--- config.mk ---
export PLATFORM = sky130hd
export DESIGN_NAME = dual_layer_keyer
export DESIGN_NICKNAME = d
export VERILOG_FILES = /design/src/rtl/dlk_pkg.sv /design/src/rtl/dlk_ctrl.sv /design/src/rtl/dlk_rect_hit.sv /design/src/rtl/dlk_key_match.sv /design/src/rtl/dlk_datapath.sv /design/src/rtl/dual_layer_keyer.sv
export SDC_FILE = /design/constraint.sdc
export NUM_CORES = 1
export LEC_CHECK = 0
export BUFFER_PORTS_ARGS = -buffer_cell sky130_fd_sc_hd__buf_4
export CAP_MARGIN = 0
export CORE_ASPECT_RATIO = 1.2
export CORE_MARGIN = 1
export CORE_UTILIZATION = 40
export CTS_CLUSTER_SIZE = 20
export DETAILED_ROUTE_END_ITERATION = 10
export PLACE_DENSITY = 0.68
export SLEW_MARGIN = 20
export SYNTH_ARGS = -nofsm -noshare
export SYNTH_HDL_FRONTEND = slang
export SYNTH_SLANG_ARGS = --single-unit
--- constraint.sdc ---
create_clock -name clk -period 3.15 [get_ports clk]
set_clock_uncertainty 0.1 [all_clocks]
set_input_delay 0 -clock clk [delete_from_list [all_inputs] [get_ports clk]]
set_output_delay 0 -clock clk [all_outputs]
set_load 0.01 [all_outputs]
--- src/rtl/dlk_pkg.sv ---
package dlk_pkg;
  typedef enum logic [1:0] {
    SRC_FILL    = 2'd0,
    SRC_BASE    = 2'd1,
    SRC_OVERLAY = 2'd2
  } src_e;

  typedef struct packed {
    logic load1;
    logic load2;
  } stage_strobe_t;
endpackage

--- src/rtl/dlk_ctrl.sv ---
module dlk_ctrl
  import dlk_pkg::*;
(
  input  logic          clk,
  input  logic          rst_n,
  input  logic          inValid,
  output logic          inReady,
  output logic          outValid,
  input  logic          outReady,
  output stage_strobe_t strobe
);
  logic v1, v2;
  logic advance;

  assign advance  = !v2 || outReady;
  assign inReady  = advance;
  assign outValid = v2;
  assign strobe.load1 = advance && inValid;
  assign strobe.load2 = advance && v1;

  always_ff @(posedge clk or negedge rst_n) begin
    if (!rst_n) begin
      v1 <= 1'b0;
      v2 <= 1'b0;
    end else if (advance) begin
      v1 <= inValid;
      v2 <= v1;
    end
  end
endmodule

--- src/rtl/dlk_rect_hit.sv ---
module dlk_rect_hit #(
  parameter int COORD_W = 12
) (
  input  logic [COORD_W-1:0] x,
  input  logic [COORD_W-1:0] y,
  input  logic [COORD_W-1:0] ulX,
  input  logic [COORD_W-1:0] ulY,
  input  logic [COORD_W-1:0] lrX,
  input  logic [COORD_W-1:0] lrY,
  output logic               hit
);
  assign hit = (x >= ulX) && (x <= lrX) && (y >= ulY) && (y <= lrY);
endmodule

--- src/rtl/dlk_key_match.sv ---
module dlk_key_match #(
  parameter int CH_W  = 8,
  parameter int CH_N  = 3,
  parameter int PIX_W = CH_W * CH_N
) (
  input  logic [PIX_W-1:0] pix,
  input  logic [PIX_W-1:0] lo,
  input  logic [PIX_W-1:0] hi,
  output logic             keyed
);
  logic [CH_N-1:0] chIn;

  for (genvar c = 0; c < CH_N; c++) begin : g_ch
    logic [CH_W-1:0] p, l, h;
    assign p = pix[c*CH_W +: CH_W];
    assign l = lo[c*CH_W +: CH_W];
    assign h = hi[c*CH_W +: CH_W];
    assign chIn[c] = (p >= l) && (p <= h);
  end

  assign keyed = &chIn;
endmodule

--- src/rtl/dlk_datapath.sv ---
module dlk_datapath
  import dlk_pkg::*;
#(
  parameter int COORD_W = 12,
  parameter int CH_W    = 8,
  parameter int CH_N    = 3,
  parameter int PIX_W   = CH_W * CH_N
) (
  input  logic               clk,
  input  logic               rst_n,
  input  stage_strobe_t      strobe,
  input  logic [COORD_W-1:0] inX,
  input  logic [COORD_W-1:0] inY,
  input  logic [PIX_W-1:0]   inPsPix,
  input  logic [PIX_W-1:0]   inAsPix,
  input  logic [COORD_W-1:0] psUlX,
  input  logic [COORD_W-1:0] psUlY,
  input  logic [COORD_W-1:0] psLrX,
  input  logic [COORD_W-1:0] psLrY,
  input  logic [COORD_W-1:0] asUlX,
  input  logic [COORD_W-1:0] asUlY,
  input  logic [COORD_W-1:0] asLrX,
  input  logic [COORD_W-1:0] asLrY,
  input  logic [PIX_W-1:0]   psKeyLo,
  input  logic [PIX_W-1:0]   psKeyHi,
  input  logic [PIX_W-1:0]   asKeyLo,
  input  logic [PIX_W-1:0]   asKeyHi,
  input  logic [PIX_W-1:0]   bgColor,
  output logic [PIX_W-1:0]   outPix,
  output logic [1:0]         outSrc
);
  logic psInside, asInside, psKeyed, asKeyed;

  dlk_rect_hit #(.COORD_W(COORD_W)) u_psRect (
    .x(inX), .y(inY), .ulX(psUlX), .ulY(psUlY), .lrX(psLrX), .lrY(psLrY), .hit(psInside));
  dlk_rect_hit #(.COORD_W(COORD_W)) u_asRect (
    .x(inX), .y(inY), .ulX(asUlX), .ulY(asUlY), .lrX(asLrX), .lrY(asLrY), .hit(asInside));

  dlk_key_match #(.CH_W(CH_W), .CH_N(CH_N), .PIX_W(PIX_W)) u_psKey (
    .pix(inPsPix), .lo(psKeyLo), .hi(psKeyHi), .keyed(psKeyed));
  dlk_key_match #(.CH_W(CH_W), .CH_N(CH_N), .PIX_W(PIX_W)) u_asKey (
    .pix(inAsPix), .lo(asKeyLo), .hi(asKeyHi), .keyed(asKeyed));

  // stage 1: usable flags and pixel copies
  logic             s1PsUse, s1AsUse;
  logic [PIX_W-1:0] s1PsPix, s1AsPix;

  always_ff @(posedge clk or negedge rst_n) begin
    if (!rst_n) begin
      s1PsUse <= 1'b0;
      s1AsUse <= 1'b0;
      s1PsPix <= '0;
      s1AsPix <= '0;
    end else if (strobe.load1) begin
      s1PsUse <= psInside && !psKeyed;
      s1AsUse <= asInside && !asKeyed;
      s1PsPix <= inPsPix;
      s1AsPix <= inAsPix;
    end
  end

  // stage 2: priority choice overlay > base > fill
  src_e             selSrc;
  logic [PIX_W-1:0] selPix;

  always_comb begin
    if (s1AsUse) begin
      selSrc = SRC_OVERLAY;
      selPix = s1AsPix;
    end else if (s1PsUse) begin
      selSrc = SRC_BASE;
      selPix = s1PsPix;
    end else begin
      selSrc = SRC_FILL;
      selPix = bgColor;
    end
  end

  always_ff @(posedge clk or negedge rst_n) begin
    if (!rst_n) begin
      outPix <= '0;
      outSrc <= SRC_FILL;
    end else if (strobe.load2) begin
      outPix <= selPix;
      outSrc <= selSrc;
    end
  end
endmodule

--- src/rtl/dual_layer_keyer.sv ---
module dual_layer_keyer
  import dlk_pkg::*;
#(
  parameter int COORD_W = 12,
  parameter int CH_W    = 8,
  parameter int CH_N    = 3,
  localparam int PIX_W  = CH_W * CH_N
) (
  input  logic               clk,
  input  logic               rst_n,
  input  logic               inValid,
  output logic               inReady,
  input  logic [COORD_W-1:0] inX,
  input  logic [COORD_W-1:0] inY,
  input  logic [PIX_W-1:0]   inPsPix,
  input  logic [PIX_W-1:0]   inAsPix,
  input  logic [COORD_W-1:0] psUlX,
  input  logic [COORD_W-1:0] psUlY,
  input  logic [COORD_W-1:0] psLrX,
  input  logic [COORD_W-1:0] psLrY,
  input  logic [COORD_W-1:0] asUlX,
  input  logic [COORD_W-1:0] asUlY,
  input  logic [COORD_W-1:0] asLrX,
  input  logic [COORD_W-1:0] asLrY,
  input  logic [PIX_W-1:0]   psKeyLo,
  input  logic [PIX_W-1:0]   psKeyHi,
  input  logic [PIX_W-1:0]   asKeyLo,
  input  logic [PIX_W-1:0]   asKeyHi,
  input  logic [PIX_W-1:0]   bgColor,
  output logic               outValid,
  input  logic               outReady,
  output logic [PIX_W-1:0]   outPix,
  output logic [1:0]         outSrc
);
  stage_strobe_t strobe;

  dlk_ctrl u_ctrl (
    .clk(clk), .rst_n(rst_n), .inValid(inValid), .inReady(inReady),
    .outValid(outValid), .outReady(outReady), .strobe(strobe));

  dlk_datapath #(.COORD_W(COORD_W), .CH_W(CH_W), .CH_N(CH_N), .PIX_W(PIX_W)) u_dp (
    .clk(clk), .rst_n(rst_n), .strobe(strobe), .inX(inX), .inY(inY),
    .inPsPix(inPsPix), .inAsPix(inAsPix),
    .psUlX(psUlX), .psUlY(psUlY), .psLrX(psLrX), .psLrY(psLrY),
    .asUlX(asUlX), .asUlY(asUlY), .asLrX(asLrX), .asLrY(asLrY),
    .psKeyLo(psKeyLo), .psKeyHi(psKeyHi), .asKeyLo(asKeyLo), .asKeyHi(asKeyHi),
    .bgColor(bgColor), .outPix(outPix), .outSrc(outSrc));
endmodule

=== After elaboration in Yosys (flattened, before gate mapping) ===
Index checks and enable logic that the tools add are counted.
W data, S select, Z words.

* Bits in registers: 78
* Bits of input ports: 292
* Word-level logic and storage cells: 54

* $lt $le $gt $ge: 20
* Multiplexer cells: 4
* Reduce and logical (&&, ||, !) cells: 22

{| class="wikitable"
|+ Operators with widths
! cell !! count
|-
| $ge A12 B12 Y1 || 4
|-
| $ge A8 B8 Y1 || 6
|-
| $le A12 B12 Y1 || 4
|-
| $le A8 B8 Y1 || 6
|-
| $mux W24 || 2
|-
| $logic_and A1 B1 Y1 || 16
|-
| $reduce_and A3 Y1 || 2
|-
| $logic_not A1 Y1 || 3
|-
| $mux W2 || 1
|-
| $logic_or A1 B1 Y1 || 1
|-
| $mux W1 || 1
|}

=== Longest topological paths before layout ===
* Depth in word-level cells: 5
* Mapped depth: 9
* Mapped depth without buffers: 9

=== Modules after synthesis ===
From an unflattened synthesis, not the netlist that was laid out.

* Cell total of the unflattened synthesis: 887
* Area, all modules: 8305.5 sq um

{| class="wikitable"
|+ Modules (own cells, without submodules)
! module !! times used !! cells an instance !! area an instance (sq um) !! sequential area each (sq um)
|-
| dlk_datapath || 1 || 251 || 3455.8 || 1901.8
|-
| dlk_rect_hit || 2 || 156 || 1204.9 || 0.0
|-
| dlk_key_match at u_dp.u_asKey || 1 || 158 || 1183.6 || 0.0
|-
| dlk_key_match at u_dp.u_psKey || 1 || 159 || 1154.9 || 0.0
|-
| dlk_ctrl || 1 || 7 || 101.3 || 50.0
|}

=== Worst setup path after synthesis ===
No wires, ideal clock.

* Path type: register to register
* Start point: register u_ctrl.v2, in the netlist u_ctrl.outValid
* End point: register u_dp.s1AsUse
* Setup time: 0.092 ns
* Arrival: 1.423 ns
* Slack: 1.536 ns
* Cell stages (with the launch flop): 7
* Period minus slack after synthesis: 1.614 ns
* Cells stage by stage: dfrtp_1 nand2b_1 nand2_1 buf_2 nor3_1 o311ai_1 o31ai_2

* Cells in the longest elaborated chain, start to end: 3

{| class="wikitable"
|+ RTL lines
! what !! RTL line !! text
|-
| start: declaration || dlk_ctrl.sv:12 || <nowiki>logic v1, v2;</nowiki>
|-
| start signal: assignment || dlk_ctrl.sv:27 || <nowiki>v2 <= v1;</nowiki>
|-
| $logic_not A1 Y1 || dlk_ctrl.sv:15 || <nowiki>assign advance = !v2 || outReady;</nowiki>
|-
| $logic_or A1 B1 Y1 || dlk_ctrl.sv:15 ||
|-
| net inReady || dual_layer_keyer.sv:12 || <nowiki>output logic inReady,</nowiki>
|-
| $logic_and A1 B1 Y1 || dlk_ctrl.sv:18 || <nowiki>assign strobe.load1 = advance && inValid;</nowiki>
|-
| end signal: assignment || dlk_datapath.sv:56 || <nowiki>s1AsUse <= asInside && !asKeyed;</nowiki>
|-
| end: declaration || dlk_datapath.sv:45 || <nowiki>logic s1PsUse, s1AsUse;</nowiki>
|}

The timed path passes the listed nets, and every way through them passes these cells.
A chain may end at the register's enable or synchronous reset.

=== Worst setup path after layout ===
* Start point: input inPsPix[16]
* End point: register u_dp.s1PsUse

* Cells in the longest elaborated chain, start to end: 5

{| class="wikitable"
|+ RTL lines
! what !! RTL line !! text
|-
| start: declaration || dual_layer_keyer.sv:15 || <nowiki>input logic [PIX_W-1:0] inPsPix,</nowiki>
|-
| $ge A8 B8 Y1 / $le A8 B8 Y1 (equally long branches) || dlk_key_match.sv:18 || <nowiki>assign chIn[c] = (p >= l) && (p <= h);</nowiki>
|-
| $logic_and A1 B1 Y1 * || dlk_key_match.sv:18 ||
|-
| $reduce_and A3 Y1 * || dlk_key_match.sv:21 || <nowiki>assign keyed = &chIn;</nowiki>
|-
| $logic_not A1 Y1 * || dlk_datapath.sv:55 || <nowiki>s1PsUse <= psInside && !psKeyed;</nowiki>
|-
| $logic_and A1 B1 Y1 * || dlk_datapath.sv:55 ||
|-
| end signal: assignment || dlk_datapath.sv:55 ||
|-
| end: declaration || dlk_datapath.sv:45 ||
|}

Every way passes the cells marked *; elsewhere a longest branch is shown, timed or not.

==> results.md <==
* Outcome: finished clean
* Multi-input logic area at 5190 µm²
* Post-cts gate resize count at 0
* Reg2reg end: u_dp.s1AsUse
* Setup crit start: inPsPix[16]
* Hold violation total from the final report at 0
* Nets@finish at 1773
* Post-Syn Area at 7910 µm²
* Dpl cell area at 10600 µm²
* Pin slew with the least headroom to its limit at 0.986 ns
* Sw Ratio at 0.328
* LEAKAGE at 6.26 nW
* Crit path capture: u_dp.s1PsUse
* Detailed Route Iter0 Violations at 264
* Pin count of the biggest net entering global routing at 79
* I/O Buffers at 319
* Power per cell area at 332 nW/µm²
* Register area at 1950 µm²
* Fin cells at 1551
* Placed Instances at 1479
* DR vias/cell at 4.95
* Final setup viols at 0
* Max_cap viols at 0
* Largest area contributor in the netlist: ha_1
* DRC at 0
* Clk_lat worst skew at 0.33 ns
* Comb power frac at 0.392
* Number of post-CTS setup repair buffers at 0
* Clock Path Buffers at 2
* Min setup slack post-route at 0.844 ns
* Final Critical Period at 2.31 ns
* Routed WL at 24200 µm
* Cts bufs inserted at 9
* Clk pin slew, worst setup/hold paths at 0.06 ns
* Initial antenna violation count at 0
* Setup WS pre-CTS at 1.09 ns
* Die area at 20300 µm²
* Syn_nets at 1404
* Min-Delay Startpoint: bgColor[1]
* Startpoint Class: input pin
* Cell Rows at 55
* HPWL after DPL at 20500 µm
* Core box area at 19100 µm²
* I/O pin total at 320
* WL per Instance at 15.6 µm
* F_max at 434 MHz
* Share of layout cells above drive strength 1 at 0.301
* Slew HR at 0.343
* Seq pwr share at 0.350
* Initial core utilization at 0.413
* Critical path peak fanout at 3
* Yosys warns at 0
* Tcrit/Tclk final at 0.732
* Clock power share at 0.258
* TritonCTS clock tree: built
* Clk sink count at 78
* R2R setup slack at 1.26 ns
* Root buffer cell: clkbuf_16
* Drt pass-1 iters at 4
* Vias at 7678
* Crit end category: register
* Hold Crit Class: input pin to register
* RR Startpoint: u_ctrl.outValid
* Worst IR drop on VDD at 0.000237 V
* CTS H-tree depth at 3
* First-pass GRT wire length at 38400 µm
* Area share of the largest cell type after synthesis at 0.304
* Syn avg cell area at 8.59 µm²
* Fin util at 0.597
* Die X at 130 µm
* Largest cells by area after synthesis: ha_1 (30%), dfrtp_1 (25%), inv_1 (8.7%)
* Post-synthesis register bit count at 78
* GP Congestion at 0.855
* Vias in the first global route at 8080
* Post-Layout Inst Area at 11400 µm²
* GRT Total Usage at 0.245
* Worst-case reg-to-reg path depth at 5
* Die height at 156 µm
* Setup_tns at 0 ns
* Post-route ant nets at 0
* Area Growth Syn to Fin at 44.4%
* Synth cell types at 42
* Cells after Synth at 920
* Int Pwr at 2.55 mW
* P_sw at 1.24 mW
* Remaining global-route overflow at 0
* Fillers at 1756
* CP Data Arrival Time at 2.43 ns
* Kind of critical path: input pin to register
* Worst path required time at 3.27 ns
* Unrepaired setup endpoints after global routing: false
* Seq/Total Area, Yosys at 0.247
* Slew Viols, Final at 0
## registers in the layout, indices dropped and copies added (netlist names)
name and count:
u_dp.s1AsUse 1, u_dp.s1AsPix 24, u_dp.outPix 24, u_dp.s1PsUse 1
u_dp.outSrc 2, u_dp.s1PsPix 24, u_ctrl.outValid 1, u_ctrl.v1 1
## cells in the mapped netlist (all sizes together)
library cell,number
a2111oi,5
a211o,1
a211oi,10
a21o,13
a21oi,93
a221oi,1
a22o,1
a311o,1
a31oi,1
and3,1
buf,7
clkbuf,13
dfrtp,78
ha,192
inv,183
mux2,43
mux2i,24
nand2,60
nand2b,4
nand3,14
nand4,31
nor2,34
nor2b,17
nor3,5
nor3b,1
nor4,1
o2111ai,1
o211ai,10
o21a,3
o21ai,57
o21bai,1
o22a,1
o22ai,7
o311ai,1
o31ai,1
o41ai,2
or3,2
## metal layers
layer,GRT usage,share of wire
met1,0.265,0.39
met2,0.454,0.51
met3,0.0487,0.065
met4,0.109,0.037
met5,0,0
## worst min path at each step
stage / to / depth (start not counted)
after floorplan: u_ctrl.outValid / 0
after global placement: u_dp.outPix[5] / 1
after detailed placement: u_dp.outPix[6] / 1
after CTS: u_dp.outPix[1] / 5
after global routing: u_dp.outPix[21] / 5
final: u_dp.outPix[1] / 5
## cell type report
cell class / instances / area share
inverters: 183 / 0.0602
clock inverters: 7 / 0.00493
clock buffers: 9 / 0.0197
repair buffers: 378 / 0.262
well taps: 256 / 0.0281
multi-input cells: 639 / 0.454
diodes: 1 / 0.000219
flip-flops and latches: 78 / 0.171
## power by group through the flow
stage / Combinational [mW] / Sequential (mW) / Clock (mW)
after floorplan: 0.701 / 1.35 / 0
after global placement: 1.42 / 1.33 / 0
after detailed placement: 1.44 / 1.35 / 0
after CTS: 1.50 / 1.33 / 1.00
after global routing: 1.69 / 1.35 / 1.05
final: 1.49 / 1.33 / 0.977
## worst max-delay path, stage by stage
cell and delay [ns]:
dlygate4sd3_1 0.56, buf_4 0.14, inv_1 0.14, ha_1 0.26, nor2b_1 0.09, o21ai_0 0.10
nand3_1 0.09, a21oi_1 0.06, a211oi_1 0.57, nor3_1 0.16, o41ai_1 0.25
## logic make-up (layout without fill, tap and decap cells)
family	Yosys count	after routing	synth area share
fa+ha+maj	192	192	0.304
buf+inv	203	577	0.0975
other cells	0	1	0
flops	78	78	0.247
simple gates	170	170	0.104
compound gates	210	210	0.156
mux	67	67	0.0916
## cells in the final DEF (no fill, tap or decap), types with 33 or more instances in the layout
| master | instances |
|---|---|
| inv_1 | 183 |
| o21ai_0 | 50 |
| nand2_1 | 59 |
| ha_1 | 192 |
| mux2_2 | 43 |
| nor2_1 | 33 |
| dlygate4sd3_1 | 55 |
| buf_4 | 322 |
| dfrtp_1 | 78 |
| a21oi_1 | 93 |
## through the flow
step,hold WS (ns),total power [mW]
floorplan,-0.396,2.06
global placement,0.134,2.75
detailed placement,0.132,2.79
CTS,0.00122,3.83
global route,0.0219,4.09
finish,0.00363,3.79
## timing repair
item                                    in CTS  in global routing
endpoints found under the hold margin      133                  0
endpoints found under the setup margin       0                  0
hold buffers                                55                  0
(Power assumes the default switching activity.)
